## src/rtl/rct_pkg.sv

```systemverilog
package rct_pkg;

  localparam int CHANNELS_DEF = 24;
  localparam int CH_BITS_DEF  = 8;
  localparam int FN_W_DEF     = 5;

  typedef enum logic [1:0] {
    FM_SF    = 2'd0,
    FM_ESF   = 2'd1,
    FM_ZB    = 2'd2,
    FM_ESF_B = 2'd3
  } fmode_e;

  // signaling frames: 6,12 in superframe; 6,12,18,24 otherwise
  function automatic logic is_sig_frame(input int fn, input fmode_e md);
    if (md == FM_SF) return (fn == 6) || (fn == 12);
    return (fn == 6) || (fn == 12) || (fn == 18) || (fn == 24);
  endfunction

  // frames carrying a link bit
  function automatic logic is_link_frame(input int fn, input fmode_e md);
    case (md)
      FM_SF:   return (fn % 2) == 0;
      FM_ZB:   return (fn % 4) == 1;
      default: return (fn % 2) == 1;
    endcase
  endfunction

endpackage

```

## src/rtl/rct_bitpos.sv

```systemverilog
module rct_bitpos #(
  parameter int LAST = 192,
  parameter int PW   = 8,
  parameter int FN_W = 5
) (
  input  logic            clk,
  input  logic            rst,
  input  logic            frame_start,
  input  logic [FN_W-1:0] frame_num,
  input  logic            frame_bit,
  output logic            sync_c,
  output logic [PW-1:0]   pos_c,
  output logic [FN_W-1:0] fn_c,
  output logic            fb_c
);
  logic [PW-1:0]   cnt_q;
  logic            sync_q;
  logic [FN_W-1:0] fn_q;
  logic            fb_q;

  always_comb begin
    sync_c = frame_start | (sync_q && (cnt_q != PW'(LAST)));
    pos_c  = frame_start ? '0 : cnt_q + 1'b1;
    fn_c   = frame_start ? frame_num : fn_q;
    fb_c   = frame_start ? frame_bit : fb_q;
  end

  always_ff @(posedge clk) begin
    if (rst) begin
      cnt_q  <= '0;
      sync_q <= 1'b0;
      fn_q   <= '0;
      fb_q   <= 1'b0;
    end else begin
      sync_q <= sync_c;
      fn_q   <= fn_c;
      fb_q   <= fb_c;
      if (sync_c) cnt_q <= pos_c;
    end
  end

  a_r1_pos_range: assert property (@(posedge clk) disable iff (rst)
    sync_q |-> (cnt_q <= PW'(LAST)));

endmodule

```

## src/rtl/rct_chan.sv

```systemverilog
module rct_chan #(
  parameter int CHANNELS = 24,
  parameter int CH_BITS  = 8,
  parameter int PW       = 8
) (
  input  logic                clk,
  input  logic                rst,
  input  logic                mask_we,
  input  logic [CHANNELS-1:0] mask_d,
  input  logic [PW-1:0]       pos_c,
  output logic                chclk_n,
  output logic                chblk_n
);
  logic [CHANNELS-1:0] mask_q;
  logic [CHANNELS-1:0] win;
  logic [CHANNELS-1:0] lsb;

  for (genvar g = 0; g < CHANNELS; g++) begin : g_ch
    localparam int LO = g * CH_BITS + 1;
    localparam int HI = (g + 1) * CH_BITS;
    assign win[g] = (pos_c >= PW'(LO)) && (pos_c <= PW'(HI));
    assign lsb[g] = (pos_c == PW'(HI));
  end

  assign chclk_n = |lsb;
  assign chblk_n = |(win & mask_q);

  always_ff @(posedge clk) begin
    if (rst)          mask_q <= '0;
    else if (mask_we) mask_q <= mask_d;
  end

  a_r5_mask_load: assert property (@(posedge clk) disable iff (rst)
    mask_we |=> (mask_q == $past(mask_d)));

endmodule

```

## src/rtl/rct_link.sv

```systemverilog
module rct_link
  import rct_pkg::*;
#(
  parameter int LAST = 192,
  parameter int PW   = 8,
  parameter int FN_W = 5
) (
  input  logic            clk,
  input  logic            rst,
  input  logic            sync_c,
  input  logic [PW-1:0]   pos_c,
  input  logic [FN_W-1:0] fn_c,
  input  logic            fb_c,
  input  logic [1:0]      fmode,
  output logic            lclk_n,
  output logic            ldat_n
);
  logic lclk_q, ldat_q, upd, lfr;

  always_comb begin
    upd    = sync_c && (pos_c == PW'(LAST));
    lfr    = is_link_frame(int'(fn_c), fmode_e'(fmode));
    lclk_n = upd ? lfr : lclk_q;
    ldat_n = (upd && lfr) ? fb_c : ldat_q;
  end

  always_ff @(posedge clk) begin
    if (rst) begin
      lclk_q <= 1'b0;
      ldat_q <= 1'b0;
    end else begin
      lclk_q <= lclk_n;
      ldat_q <= ldat_n;
    end
  end

  a_r9_ldat_hold: assert property (@(posedge clk) disable iff (rst)
    !upd |=> $stable(ldat_q));

endmodule

```

## src/rtl/rct_rx_timing.sv

```systemverilog
module rct_rx_timing
  import rct_pkg::*;
#(
  parameter int CHANNELS = CHANNELS_DEF,
  parameter int CH_BITS  = CH_BITS_DEF,
  parameter int FN_W     = FN_W_DEF
) (
  input  logic                clk,
  input  logic                rst,
  input  logic                frame_start,
  input  logic [FN_W-1:0]     frame_num,
  input  logic                frame_bit,
  input  logic [1:0]          fmode,
  input  logic                link_sel,
  input  logic                fs_dbl,
  input  logic                mask_we,
  input  logic [CHANNELS-1:0] mask_d,
  output logic                chclk_lclk,
  output logic                chblk_ldat,
  output logic                rx_fsync
);
  localparam int LAST = CHANNELS * CH_BITS;
  localparam int PW   = $clog2(LAST + 2);

  logic            sync_c, fb_c;
  logic [PW-1:0]   pos_c;
  logic [FN_W-1:0] fn_c;
  logic            chclk_n, chblk_n, lclk_n, ldat_n, fs_n;

  rct_bitpos #(.LAST(LAST), .PW(PW), .FN_W(FN_W)) u_pos (
    .clk(clk), .rst(rst), .frame_start(frame_start), .frame_num(frame_num),
    .frame_bit(frame_bit), .sync_c(sync_c), .pos_c(pos_c), .fn_c(fn_c),
    .fb_c(fb_c)
  );

  rct_chan #(.CHANNELS(CHANNELS), .CH_BITS(CH_BITS), .PW(PW)) u_chan (
    .clk(clk), .rst(rst), .mask_we(mask_we), .mask_d(mask_d), .pos_c(pos_c),
    .chclk_n(chclk_n), .chblk_n(chblk_n)
  );

  rct_link #(.LAST(LAST), .PW(PW), .FN_W(FN_W)) u_link (
    .clk(clk), .rst(rst), .sync_c(sync_c), .pos_c(pos_c), .fn_c(fn_c),
    .fb_c(fb_c), .fmode(fmode), .lclk_n(lclk_n), .ldat_n(ldat_n)
  );

  always_comb begin
    fs_n = sync_c && ((pos_c == '0) ||
           (fs_dbl && (pos_c == PW'(1)) && is_sig_frame(int'(fn_c), fmode_e'(fmode))));
  end

  always_ff @(posedge clk) begin
    if (rst) begin
      chclk_lclk <= 1'b0;
      chblk_ldat <= 1'b0;
      rx_fsync   <= 1'b0;
    end else begin
      chclk_lclk <= sync_c && (link_sel ? lclk_n : chclk_n);
      chblk_ldat <= sync_c && (link_sel ? ldat_n : chblk_n);
      rx_fsync   <= fs_n;
    end
  end

  a_r3_chclk_lsb: assert property (@(posedge clk) disable iff (rst)
    (chclk_lclk && !$past(link_sel)) |->
      (($past(pos_c) % PW'(CH_BITS)) == '0 && $past(pos_c) != '0));

  a_r6_fs_origin: assert property (@(posedge clk) disable iff (rst)
    rx_fsync |-> ($past(frame_start) || $past(rx_fsync)));

  a_r7_fs_max2: assert property (@(posedge clk) disable iff (rst)
    (rx_fsync && $past(rx_fsync)) |=> !rx_fsync);

  a_r10_quiet: assert property (@(posedge clk) disable iff (rst)
    !$past(sync_c) |-> (!chclk_lclk && !chblk_ldat && !rx_fsync));

endmodule

```

## config.mk

```make
export PLATFORM = sky130hd
export DESIGN_NAME = rct_rx_timing
export DESIGN_NICKNAME = d
export VERILOG_FILES = /design/src/rtl/rct_pkg.sv /design/src/rtl/rct_bitpos.sv /design/src/rtl/rct_chan.sv /design/src/rtl/rct_link.sv /design/src/rtl/rct_rx_timing.sv
export SDC_FILE = /design/constraint.sdc
export NUM_CORES = 1
export LEC_CHECK = 0
export ABC_CLOCK_PERIOD_IN_PS = 2900
export BUFFER_PORTS_ARGS = -buffer_cell sky130_fd_sc_hd__buf_2
export CORE_MARGIN = 3
export CORE_UTILIZATION = 51
export CTS_CLUSTER_DIAMETER = 200
export DETAILED_ROUTE_END_ITERATION = 8
export GPL_TIMING_DRIVEN = 0
export HOLD_SLACK_MARGIN = 0.06
export PLACE_DENSITY = 0.76
export SYNTH_ARGS = -nofsm -noshare
export SYNTH_HDL_FRONTEND = slang
export SYNTH_HIERARCHICAL = 1
export SYNTH_SLANG_ARGS = --single-unit
```

## constraint.sdc

```tcl
create_clock -name clk -period 2.9 [get_ports clk]
set_input_delay 0.145 -clock clk [delete_from_list [all_inputs] [get_ports clk]]
set_output_delay 0.145 -clock clk [all_outputs]
set_load 0.01 [all_outputs]
```

==> out/metrics.yaml <==
status:
  status: "completed"
cts:
  tritoncts: "yes"
  clkSinkCount: 44
  cts_made_buffers: 5
  htreeDepth: 2
  cts.clk_slew.worst_paths_ns: 0.10
  cts_max_path_buffers: 2
  ctsRootBufferMaster: "clkbuf_8"
  clk_latency_ns: 0.30
synth:
  ys_types: 60
  synth-edff-count: 0
  yosysWarnings: 6
  async_flop_share_pct: 0
  ys.flop_type: "dfxtp_1"
  synth-seq-cells: 44
  synth.cell_area_sq_um: 2530
  avgSynthCellArea_sq_um: 8.92
  synthMostInstantiatedCell: "dfxtp_1"
  yosysTopAreaCell: "dfxtp_1"
  synth_top_area_share_pct: 34.8
  synth_cells: 284
  synth.area.top_cells: "dfxtp_1 (35%), mux2i_1 (12%), nor2_1 (5.2%)"
  synth_common_cells: "dfxtp_1 (44), nor2_1 (35), mux2i_1 (31)"
  syn_nets: 324
  seq_area_frac_synth_pct: 34.8
routing:
  postRouteAntennaNets: 0
  avgViaCountPerCell: 5.65
  route.detailed.drc: 0
  first_iter_violations: 271
  first_pass_iters: 4
  totalWireLength_mm: 5.83
  wl_per_cell_um: 14.4
  vias: 2288
global_route:
  antenna_found_initial: 0
  grt_pass1_vias: 2078
  grt_overflow: 0
  track_usage_pct: 19.1
  grt_pass1_wl_mm: 9.28
  grt_max_degree: 20
worst_setup_path:
  cp_data_arrival_time_ns: 3.05
  end_kind: "register"
  cp-endpoint: "chblk_ldat"
  crit_type: "register to register"
  critPathLaunchType: "register"
  reg2reg_to: "chblk_ldat"
  reg2reg_depth: 12
  r2r_slack_ns: 0.04
  crit_path_start: "u_pos/cnt_q[3]"
  timing.rr.start: "u_pos/cnt_q[3]"
  crit_fanout: 7
  required_ns: 3.08
sta:
  maxSlewHeadroom_pct: 59.9
  drv_slew: 0
  hold_slack_ns: 0.0757
  hold_viol: 0
  fin_tns_setup_ns: 0
  final.setup_skew_ns: 0.0131
  finalSetupViolCount: 0
  worst_pin_slew_ns: 0.601
  period_share_pct: 98.8
  fmax_mhz: 349
  fin_crit_ns: 2.86
  setup_slack_ns: 0.0357
placed_design:
  place_ws_ns: -0.300
  port_buffers: 38
  routabilityCongestion: 0.917
  dpl.hpwl_mm: 4.12
layout:
  drive_gt1_share_pct: 28.4
  num_antenna_cells: 0
  layout.nets: 377
  post-route-util_pct: 64.9
  area_growth_pct: 21.8
floorplanning:
  die_h_um: 76.5
  die_x_um: 76.5
  core_area_sq_um: 4750
  ioPinCount: 41
  num_rows: 25
  die_area_sq_um: 5850
  initial_core_util_pct: 53.3
pwr:
  powerDensity_nw_per_um2: 412
  leakagePower_nw: 1.21
  irDropWorstVdd_mv: 0.288
run:
  drv_cap: 0
min_path:
  hold_class: "input pin to register"
worst max-delay path, stage by stage, from the launching register on:
cell      delay, ns
dfxtp_1        0.33
buf_6          0.13
nand4_1        0.28
or4_4          0.51
a21oi_4        0.17
buf_4          0.14
nor2b_1        0.08
a221o_1        0.31
a221o_1        0.29
o221ai_1       0.20
nand4_1        0.13
mux2i_1        0.14
nor2_1         0.05
repair_timing:
action                                  CTS  global route
cloned                                    0             1
hold buffers                              0             0
gates resized for setup                   9            21
endpoints found under the setup margin    2             2
pin swaps                                 1             8
setup buffers                             1             6
worst min-delay path by stage:
stage,from,end,depth (start not counted)
final,mask_d[17],u_chan/mask_q[17],3
after floorplan,rst,u_pos/sync_q,1
after global placement,mask_d[3],u_chan/mask_q[3],3
after CTS,mask_d[17],u_chan/mask_q[17],3
after global routing,mask_d[10],u_chan/mask_q[10],3
after detailed placement,mask_d[23],u_chan/mask_q[23],3
kinds of logic (layout without fill, tap and decap cells):
logic type | count (synthesis) | after routing | share of synthesized area [%]
and+or+nand+nor | 110 | 110 | 24.8
AOI/OAI and AO/OA | 50 | 50 | 14.8
muxes | 41 | 41 | 16.7
adders and majority gates | 2 | 2 | 0.987
DFF | 44 | 44 | 34.8
buffers and inverters | 31 | 85 | 5.88
xor gates and xnor gates | 6 | 6 | 2.07
per-stage QoR:
stage          power [mW]  instance area [sq um]  std cells
6_report             1.27                   3090        405
5_1_grt              1.34                   3090        405
4_1_cts              1.29                   2960        398
3_5_place_dp        0.807                   2810        389
3_3_place_gp        0.803                   2810        389
2_1_floorplan       0.755                   2530        284
cells in the final DEF (no fill, tap or decap), types with 2 or more instances in the layout:
| cell | netlist | final |
|---|---|---|
| nand3_1 | 6 | 6 |
| dfxtp_1 | 44 | 42 |
| a31oi_1 | 4 | 4 |
| nand2_1 | 10 | 10 |
| a21oi_4 | 0 | 4 |
| o21a_1 | 2 | 2 |
| nand2b_1 | 5 | 5 |
| buf_6 | 3 | 5 |
| o21ai_0 | 7 | 6 |
| clkbuf_8 | 0 | 5 |
| xor2_1 | 3 | 3 |
| nand4_1 | 7 | 7 |
| o2111ai_1 | 2 | 2 |
| clkinvlp_4 | 0 | 2 |
| xnor2_1 | 3 | 3 |
| or4_4 | 3 | 4 |
| nor3_1 | 2 | 2 |
| nor3b_1 | 2 | 2 |
| clkbuf_1 | 8 | 7 |
| inv_1 | 9 | 9 |
| nand4b_1 | 6 | 6 |
| o21ai_1 | 1 | 2 |
| mux2_2 | 9 | 9 |
| nand3b_1 | 4 | 4 |
| or2_1 | 2 | 2 |
| a221o_1 | 2 | 2 |
| a32oi_1 | 2 | 2 |
| o32ai_1 | 2 | 2 |
| or3_1 | 8 | 7 |
| buf_2 | 8 | 45 |
| o22ai_1 | 2 | 2 |
| nor2b_1 | 10 | 10 |
| buf_4 | 0 | 8 |
| a21oi_1 | 10 | 7 |
| mux2i_1 | 31 | 31 |
| nor2_1 | 35 | 35 |
registers in the layout (all words and copies together), names as in the netlist:
| signal | flops |
|---|---|
| u_chan/mask_q | 24 |
| u_link/lclk_q | 1 |
| rx_fsync | 1 |
| u_link/ldat_q | 1 |
| u_pos/fn_q | 5 |
| chclk_lclk | 1 |
| u_pos/fb_q | 1 |
| u_pos/cnt_q | 8 |
| chblk_ldat | 1 |
| u_pos/sync_q | 1 |
power by group:
group | switching [mW] | total [mW] | internal [mW]
combinational | 0.0732 | 0.146 | 0.0729
sequential | 0.0184 | 0.649 | 0.631
clock | 0.218 | 0.477 | 0.260
total | 0.309 | 1.27 | 0.964
layer usage:
metal | routed length [um] | vias up | track usage [%]
met5 | 0 | - | 0
met2 | 2750 | 74 | 30.9
met1 | 2600 | 1065 | 25.2
li1 | - | 1143 | -
met3 | 427 | 6 | 4.14
met4 | 59 | 0 | 6.16
area by class of cell:
type / instances / area [sq um]
multi-input cells: 209 / 1580
inverters: 10 / 41.3
flip-flops and latches: 44 / 886
fillers: 413 / 1670
well taps: 67 / 83.8
repair buffers: 46 / 248
clock buffers: 5 / 68.8
clock inverters: 3 / 46.3
plain buffers: 21 / 129
Note: power is estimated with default switching activity, not from simulation.
